## src/rtl/irq_wrap_pkg.sv

```systemverilog
package irq_wrap_pkg;

  localparam int unsigned NUM_REGS = 4;

  typedef enum logic [1:0] {
    REG_GATE = 2'd0,
    REG_PEND = 2'd1,
    REG_MASK = 2'd2,
    REG_KRST = 2'd3
  } reg_idx_e;

  localparam logic [7:0] OFS_GATE = 8'h1C;
  localparam logic [7:0] OFS_PEND = 8'h20;
  localparam logic [7:0] OFS_MASK = 8'h28;
  localparam logic [7:0] OFS_KRST = 8'h40;

  localparam logic [31:0] KRST_KEY = 32'h0000_000A;

  function automatic logic [7:0] reg_offset(input int unsigned idx);
    logic [7:0] ofs;
    case (idx)
      0:       ofs = OFS_GATE;
      1:       ofs = OFS_PEND;
      2:       ofs = OFS_MASK;
      default: ofs = OFS_KRST;
    endcase
    return ofs;
  endfunction

endpackage

```

## src/rtl/irq_bus_decode.sv

```systemverilog
module irq_bus_decode
  import irq_wrap_pkg::*;
#(
  parameter int unsigned ADDR_W = 8
) (
  input  logic [ADDR_W-1:0]   addr_i,
  input  logic                wr_en_i,
  input  logic                rd_en_i,
  output logic [NUM_REGS-1:0] wr_sel_o,
  output logic [NUM_REGS-1:0] rd_sel_o
);

  logic [NUM_REGS-1:0] hit;

  for (genvar g = 0; g < NUM_REGS; g++) begin : g_hit
    assign hit[g] = (addr_i == ADDR_W'(reg_offset(g)));
  end

  always_comb begin
    wr_sel_o = hit & {NUM_REGS{wr_en_i}};
    rd_sel_o = hit & {NUM_REGS{rd_en_i}};
  end

endmodule

```

## src/rtl/irq_pend_bank.sv

```systemverilog
module irq_pend_bank #(
  parameter int unsigned NSRC = 7
) (
  input  logic            clk,
  input  logic            rst_n,
  input  logic            wipe_i,
  input  logic            clr_wr_i,
  input  logic [NSRC-1:0] clr_mask_i,
  input  logic [NSRC-1:0] evt_i,
  output logic [NSRC-1:0] pend_o
);

  logic [NSRC-1:0] pend_d;
  logic [NSRC-1:0] pend_q;

  for (genvar g = 0; g < NSRC; g++) begin : g_bit
    logic clr_bit;
    assign clr_bit = wipe_i | (clr_wr_i & clr_mask_i[g]);

    always_comb begin
      pend_d[g] = pend_q[g];
      if (clr_bit) pend_d[g] = 1'b0;
      if (evt_i[g] && !wipe_i) pend_d[g] = 1'b1;
    end

    always_ff @(posedge clk or negedge rst_n) begin
      if (!rst_n) pend_q[g] <= 1'b0;
      else        pend_q[g] <= pend_d[g];
    end
  end

  assign pend_o = pend_q;

endmodule

```

## src/rtl/krst_pulse.sv

```systemverilog
module krst_pulse #(
  parameter int unsigned PULSE_CYC = 16
) (
  input  logic clk,
  input  logic rst_n,
  input  logic fire_i,
  output logic busy_o
);

  localparam int unsigned CNT_W = $clog2(PULSE_CYC + 1);

  logic [CNT_W-1:0] cnt_d;
  logic [CNT_W-1:0] cnt_q;
  logic             cnt_en;

  always_comb begin
    cnt_en = fire_i || (cnt_q != '0);
    cnt_d  = cnt_q;
    if (fire_i)              cnt_d = CNT_W'(PULSE_CYC);
    else if (cnt_q != '0)    cnt_d = cnt_q - 1'b1;
  end

  always_ff @(posedge clk or negedge rst_n) begin
    if (!rst_n)      cnt_q <= '0;
    else if (cnt_en) cnt_q <= cnt_d;
  end

  assign busy_o = (cnt_q != '0);

endmodule

```

## src/rtl/irq_reset_wrap.sv

```systemverilog
module irq_reset_wrap
  import irq_wrap_pkg::*;
#(
  parameter int unsigned ADDR_W    = 8,
  parameter int unsigned DATA_W    = 32,
  parameter int unsigned NSRC      = 7,
  parameter int unsigned PULSE_CYC = 16
) (
  input  logic              clk,
  input  logic              rst_n,
  input  logic              wr_en,
  input  logic              rd_en,
  input  logic [ADDR_W-1:0] addr,
  input  logic [DATA_W-1:0] wdata,
  output logic [DATA_W-1:0] rdata,
  input  logic [NSRC-1:0]   evt_i,
  output logic              core_rst_o,
  output logic              irq_o
);

  localparam int unsigned GATE_BIT = DATA_W - 1;

  // reset: asserted asynchronously, released through two flops
  logic [1:0] rst_sync_q;
  logic       rst_s_n;

  always_ff @(posedge clk or negedge rst_n) begin
    if (!rst_n) rst_sync_q <= 2'b00;
    else        rst_sync_q <= {rst_sync_q[0], 1'b1};
  end
  assign rst_s_n = rst_sync_q[1];

  logic [NUM_REGS-1:0] wr_sel;
  logic [NUM_REGS-1:0] rd_sel;

  irq_bus_decode #(.ADDR_W(ADDR_W)) u_dec (
    .addr_i   (addr),
    .wr_en_i  (wr_en),
    .rd_en_i  (rd_en),
    .wr_sel_o (wr_sel),
    .rd_sel_o (rd_sel)
  );

  logic key_wr;
  assign key_wr = wr_sel[REG_KRST] && (wdata == DATA_W'(KRST_KEY));

  // master gate and source mask
  logic            gate_d, gate_q, gate_en;
  logic [NSRC-1:0] mask_d, mask_q;
  logic            mask_en;

  always_comb begin
    gate_en = key_wr || wr_sel[REG_GATE];
    gate_d  = key_wr ? 1'b0 : wdata[GATE_BIT];
    mask_en = key_wr || wr_sel[REG_MASK];
    mask_d  = key_wr ? '0 : wdata[NSRC-1:0];
  end

  always_ff @(posedge clk or negedge rst_s_n) begin
    if (!rst_s_n) begin
      gate_q <= 1'b0;
      mask_q <= '0;
    end else begin
      if (gate_en) gate_q <= gate_d;
      if (mask_en) mask_q <= mask_d;
    end
  end

  logic [NSRC-1:0] pend;

  irq_pend_bank #(.NSRC(NSRC)) u_pend (
    .clk        (clk),
    .rst_n      (rst_s_n),
    .wipe_i     (key_wr),
    .clr_wr_i   (wr_sel[REG_PEND]),
    .clr_mask_i (wdata[NSRC-1:0]),
    .evt_i      (evt_i),
    .pend_o     (pend)
  );

  krst_pulse #(.PULSE_CYC(PULSE_CYC)) u_krst (
    .clk    (clk),
    .rst_n  (rst_s_n),
    .fire_i (key_wr),
    .busy_o (core_rst_o)
  );

  // registered interrupt level
  logic irq_d, irq_q;
  assign irq_d = gate_q && (|(pend & mask_q));

  always_ff @(posedge clk or negedge rst_s_n) begin
    if (!rst_s_n) irq_q <= 1'b0;
    else          irq_q <= irq_d;
  end
  assign irq_o = irq_q;

  // registered read path
  logic [DATA_W-1:0] rdata_d, rdata_q;
  logic              rdata_en;

  always_comb begin
    rdata_en = rd_en;
    rdata_d  = '0;
    if (rd_sel[REG_GATE]) rdata_d[GATE_BIT] = gate_q;
    if (rd_sel[REG_PEND]) rdata_d[NSRC-1:0] = pend;
    if (rd_sel[REG_MASK]) rdata_d[NSRC-1:0] = mask_q;
  end

  always_ff @(posedge clk or negedge rst_s_n) begin
    if (!rst_s_n)      rdata_q <= '0;
    else if (rdata_en) rdata_q <= rdata_d;
  end
  assign rdata = rdata_q;

endmodule

```

## config.mk

```make
export PLATFORM = sky130hd
export DESIGN_NAME = irq_reset_wrap
export DESIGN_NICKNAME = d
export VERILOG_FILES = /design/src/rtl/irq_wrap_pkg.sv /design/src/rtl/irq_bus_decode.sv /design/src/rtl/irq_pend_bank.sv /design/src/rtl/krst_pulse.sv /design/src/rtl/irq_reset_wrap.sv
export SDC_FILE = /design/constraint.sdc
export NUM_CORES = 1
export LEC_CHECK = 0
export BUFFER_PORTS_ARGS = -buffer_cell sky130_fd_sc_hd__buf_2
export CAP_MARGIN = 30
export CELL_PAD_IN_SITES_DETAIL_PLACEMENT = 0
export CELL_PAD_IN_SITES_GLOBAL_PLACEMENT = 2
export CORE_MARGIN = 3
export CORE_UTILIZATION = 24
export DETAILED_ROUTE_END_ITERATION = 10
export GPL_TIMING_DRIVEN = 1
export PLACE_DENSITY_LB_ADDON = 0.1
export SLEW_MARGIN = 15
export SYNTH_ARGS = -nofsm -noshare
export SYNTH_HDL_FRONTEND = slang
export SYNTH_HIERARCHICAL = 1
export SYNTH_SLANG_ARGS = --single-unit
```

## constraint.sdc

```tcl
create_clock -name clk -period 1.5 [get_ports clk]
set_input_delay 0.3 -clock clk [delete_from_list [all_inputs] [get_ports clk]]
set_output_delay 0.3 -clock clk [all_outputs]
set_load 0.1 [all_outputs]
```

* Word level (Yosys, flattened, before mapping) *
Index checks and enable logic that the tools add are counted.

cells by class
  add/subtract/negate cells = 1
  equal/unequal tests = 5
  multiplexer cells = 21
  bitwise logic cells = 17
  reductions and logical operators = 24

operators with widths
  kind                                                                number
  32-bit by 4-bit == test with 1-bit output, second input constant    1
  7-bit 2-to-1 mux                                                    3
  8-bit by 6-bit == test with 1-bit output, second input constant     2
  1-bit 2-to-1 mux                                                    16
  2-bit nonzero test                                                  8
  5-bit 2-to-1 mux                                                    2
  1-bit logical AND                                                   9
  8-bit by 5-bit == test with 1-bit output, second input constant     1
  8-bit by 7-bit == test with 1-bit output, second input constant     1
  1-bit AND                                                           7
  7-bit AND                                                           1
  1-bit OR                                                            7
  7-bit OR reduction                                                  1
  5-bit nonzero test                                                  1
  5-bit by 1-bit subtractor with 5-bit output, second input constant  1
  4-bit AND                                                           1
  3-bit AND                                                           1
  1-bit logical OR                                                    3
  2-bit AND reduction                                                 1
  1-bit logical NOT                                                   1

storage, ports and cells
  flip-flop bits (word level) = 31
  output and inout port bits = 34
  logic and storage cells = 81

* Depth between registers and ports, before layout *
  word-level depth = 6
  gate-level depth with buffers = 7
  gate-level depth less buffers = 6

* By module *
The synthesis kept the hierarchy.

by module, submodules not included
  module          times used  cells each  area an instance (µm²)  sequential area each (µm²)
  irq_reset_wrap  1           111         1118.6                  475.5
  irq_pend_bank   1           28          301.5                   175.2
  krst_pulse      1           25          261.5                   125.1
  irq_bus_decode  1           16          108.9                   0.0

* Least setup slack after synthesis *
No wires, ideal clock.

  path type = input to register
  from = in addr[1]
  to = reg u_pend.pend_q[1] (netlist: u_pend/pend_o[1])
  setup time = 0.167 ns
  arrival = 1.889 ns
  data required time = 1.333 ns
  slack = -0.557 ns
  stages = 7
  buffers on the path = 1
  path through = or4_4 > nor3_1 > and4bb_1 > and4_1 > buf_6 > and3_1 > a311oi_1

on the way
  cells in the longest elaborated chain, start to end = 6

RTL lines
  what                                                           line                  RTL
  start, declared                                                irq_reset_wrap.sv:13  input logic [ADDR_W-1:0] addr,
  8-bit by 7-bit == test with 1-bit output *                     irq_bus_decode.sv:16  assign hit[g] = (addr_i == ADDR_W'(reg_offset(g)));
  4-bit AND *                                                    irq_bus_decode.sv:20  wr_sel_o = hit & {NUM_REGS{wr_en_i}};
  via wr_sel[3]                                                  irq_reset_wrap.sv:33  logic [NUM_REGS-1:0] wr_sel;
  1-bit logical AND *                                            irq_reset_wrap.sv:45  assign key_wr = wr_sel[REG_KRST] && (wdata == DATA_W'(KRST_KEY));
  via key_wr                                                     irq_reset_wrap.sv:44  logic key_wr;
  1-bit logical NOT                                              irq_pend_bank.sv:23   if (evt_i[g] && !wipe_i) pend_d[g] = 1'b1;
  1-bit logical AND                                              irq_pend_bank.sv:23
  1-bit 2-to-1 mux / 2-bit nonzero test (equally long branches)  -
  end signal, assigned by index                                  irq_pend_bank.sv:28   else pend_q[g] <= pend_d[g];
  end, declared                                                  irq_pend_bank.sv:14   logic [NSRC-1:0] pend_q;

Mark *: on every way through the listed nets, which the timed path passes. The rest lies on a longest branch.
A chain may end at the register's enable or synchronous reset.

* Worst setup path in the final report *
  from = reg u_krst.cnt_q[0]
  to = out core_rst_o

on the way
  cells in the longest elaborated chain, start to end = 1

RTL lines
  what                    line                  RTL
  start, declared         krst_pulse.sv:13      logic [CNT_W-1:0] cnt_q;
  start signal, assigned  krst_pulse.sv:25      else if (cnt_en) cnt_q <= cnt_d;
  5-bit nonzero test      krst_pulse.sv:28      assign busy_o = (cnt_q != '0);
  end, declared           irq_reset_wrap.sv:17  output logic core_rst_o,

Every way passes these cells.

==> results.py <==
metrics = {
    "timing": {
        "slew_viol_final": 0,
        "finClkSkew_ps": 7.412,
        "fin_crit_ps": 1852,
        "holdWs_ps": 250.2,
        "timing.fmax_ghz": 0.5399,
        "finalCritPeriodShare": 1.235,
        "setup_viol": 28,
        "fin_ws_ps": -352.2,
        "hold_viol": 0,
        "rsz0062_at_grt": "yes",
    },
    "yosys": {
        "synth_cells": 179,
        "yosysWarnings": 6,
        "synth_area_mm2": 0.001785,
        "synth.avg_cell_area_um2": 9.975,
    },
    "clock_tree": {
        "clockBufferDepth": 2,
        "cts_tree": "yes",
        "cts_buffers": 5,
        "clock_latency_ps": 280,
        "clock-root-buffer": "clkbuf_8",
        "htreeDepth": 2,
        "cts_sinks": 31,
        "clk_pin_slew_ps": 60,
    },
    "setup_path": {
        "endpoint_kind": "output pin",
        "arrival_ps": 1550,
        "worstSetupPathType": "register to output pin",
        "critical-path-slowest-cell": "or4b_4",
        "startpoint_type": "register",
        "path_cells": "inv_1 -> ha_2 -> or4b_4 -> buf_12",
        "worst_ep_required_time_ps": 1200,
        "crit_path_max_fanout": 2,
        "cpPeakStageDelay_ps": 480,
    },
    "placement": {
        "portBuffers": 60,
        "place_ws_ps": -579.3,
        "dp_hpwl_um": 3717,
        "dpl-instance-area_mm2": 0.002331,
        "place_congestion": 0.7253,
    },
    "outcome": {
        "violations": "setup timing",
        "status": "complete, but fails checks",
    },
    "power": {
        "cellLeakagePower_nw": 1.244,
        "power.total_w": 0.002658,
        "ir_drop_mv": 0.5099,
        "cellPowerDensity_mw_per_mm2": 935.1,
    },
    "drt": {
        "antenna_left": 0,
        "drt_iter0_markers": 36,
        "wl_um": 5132,
        "via_count": 1599,
        "routedWlPerCell_um": 13.87,
        "vias_per_cell": 4.322,
        "drt_drc_violations_left": 0,
        "first_pass_iters": 4,
    },
    "die": {
        "die_w_um": 92.25,
        "rows": 30,
        "die_area_mm2": 0.008510,
        "core_area_mm2": 0.007019,
        "die_h_um": 92.25,
        "start_util": 0.2544,
        "io_pins": 85,
    },
    "final_layout": {
        "num_antenna_cells": 0,
        "final_cell_mix": "buf_2, dfrtp_1, conb_1, buf_4, nor2_1",
        "fillCellCount": 700,
        "nets": 325,
        "layout_commonest_cell": "buf_2",
        "area_growth_pct": 59.22,
        "drive_above_1_share": 0.5365,
        "final_core_util": 0.4050,
        "final_cell_area_mm2": 0.002843,
    },
    "global_routing": {
        "overflow": 0,
        "grt.total_usage": 0.1176,
        "grt_max_degree": 30,
        "grt_pass1_wl_um": 7693,
        "antenna_found_initial": 0,
        "grt_pass1_vias": 1520,
    },
    "worst_hold_path": {
        "hp-class": "register to asynchronous set/reset pin",
    },
    "job": {
        "cap_violations": 0,
    },
}
area by class of cell:
class / count / area, µm² / share of cell area
Sequential cell: 31 / 775.7 / 0.2729
Clock buffer: 7 / 76.32 / 0.02685
Multi-Input combinational cell: 127 / 1140 / 0.4010
Timing Repair Buffer: 94 / 673.1 / 0.2368
Inverter: 14 / 52.55 / 0.01849
Tap cell: 96 / 120.1 / 0.04225
Clock inverter: 1 / 5.005 / 0.001761
per-layer routing:
layer,track usage,vias up,share of wire
met3,0.03035,4,0.049
met4,0.03342,0,0.011
li1,-,793,-
met2,0.1867,57,0.49
met1,0.1577,745,0.45
met5,0,-,0
critical path: cells and delay by family (launching register included):
kind | cells | cell delay (ps)
buf+inv | 2 | 240
simple gates | 1 | 480
fa+ha+maj | 1 | 170
flops | 1 | 380
power by group:
| group | internal, W | total (W) | switching (W) |
|---|---|---|---|
| logic | 0.000363 | 0.00112 | 0.000755 |
| clock network | 0.000325 | 0.000622 | 0.000297 |
| registers | 0.000886 | 0.000918 | 0.0000319 |
| total | 0.00157 | 0.00266 | 0.00108 |
registers in the layout (all words and copies together), names as in the netlist:
signal	cells
gate_q	1
irq_o	1
rst_sync_q	2
u_pend/pend_o	7
rdata	8
u_krst/cnt_q	5
mask_q	7
what timing repair did:
action	in CTS	in global routing
setup buffers	2	2
endpoints found under the setup margin	28	28
pin swaps	19	11
gates cloned	2	0
endpoints found under the hold margin	2	0
resized for setup	34	38
hold buffers	1	0
per-stage QoR:
stage | setup TNS, ps | instances
2_1_floorplan | -6027 | 202
3_3_place_gp | -12470 | 359
3_5_place_dp | -13540 | 359
4_1_cts | -4765 | 371
5_1_grt | -6565 | 370
6_report | -5725 | 370
worst paths after layout:
path / from / end / slack [ps] / depth (start not counted)
worst max-delay path: u_krst/cnt_q[0]$_DFFE_PN0P_ / core_rst_o / -350 / 4
worst min-delay path: rst_sync_q[1]$_DFF_PN0_ / u_krst/cnt_q[1]$_DFFE_PN0P_ / 250 / 1
worst max register to register: u_krst/cnt_q[0]$_DFFE_PN0P_ / u_krst/cnt_q[0]$_DFFE_PN0P_ / -130 / 6
worst min register to register: rst_sync_q[1]$_DFF_PN0_ / u_krst/cnt_q[1]$_DFFE_PN0P_ / 250 / 1
max in group asynchronous: rst_sync_q[1]$_DFF_PN0_ / u_krst/cnt_q[2]$_DFFE_PN0P_ / 960 / 1
min in group clk: wdata[1] / u_pend/pend_o[1]$_DFFE_PN0P_ / 270 / 2
Power figures use the tool's default switching activity.
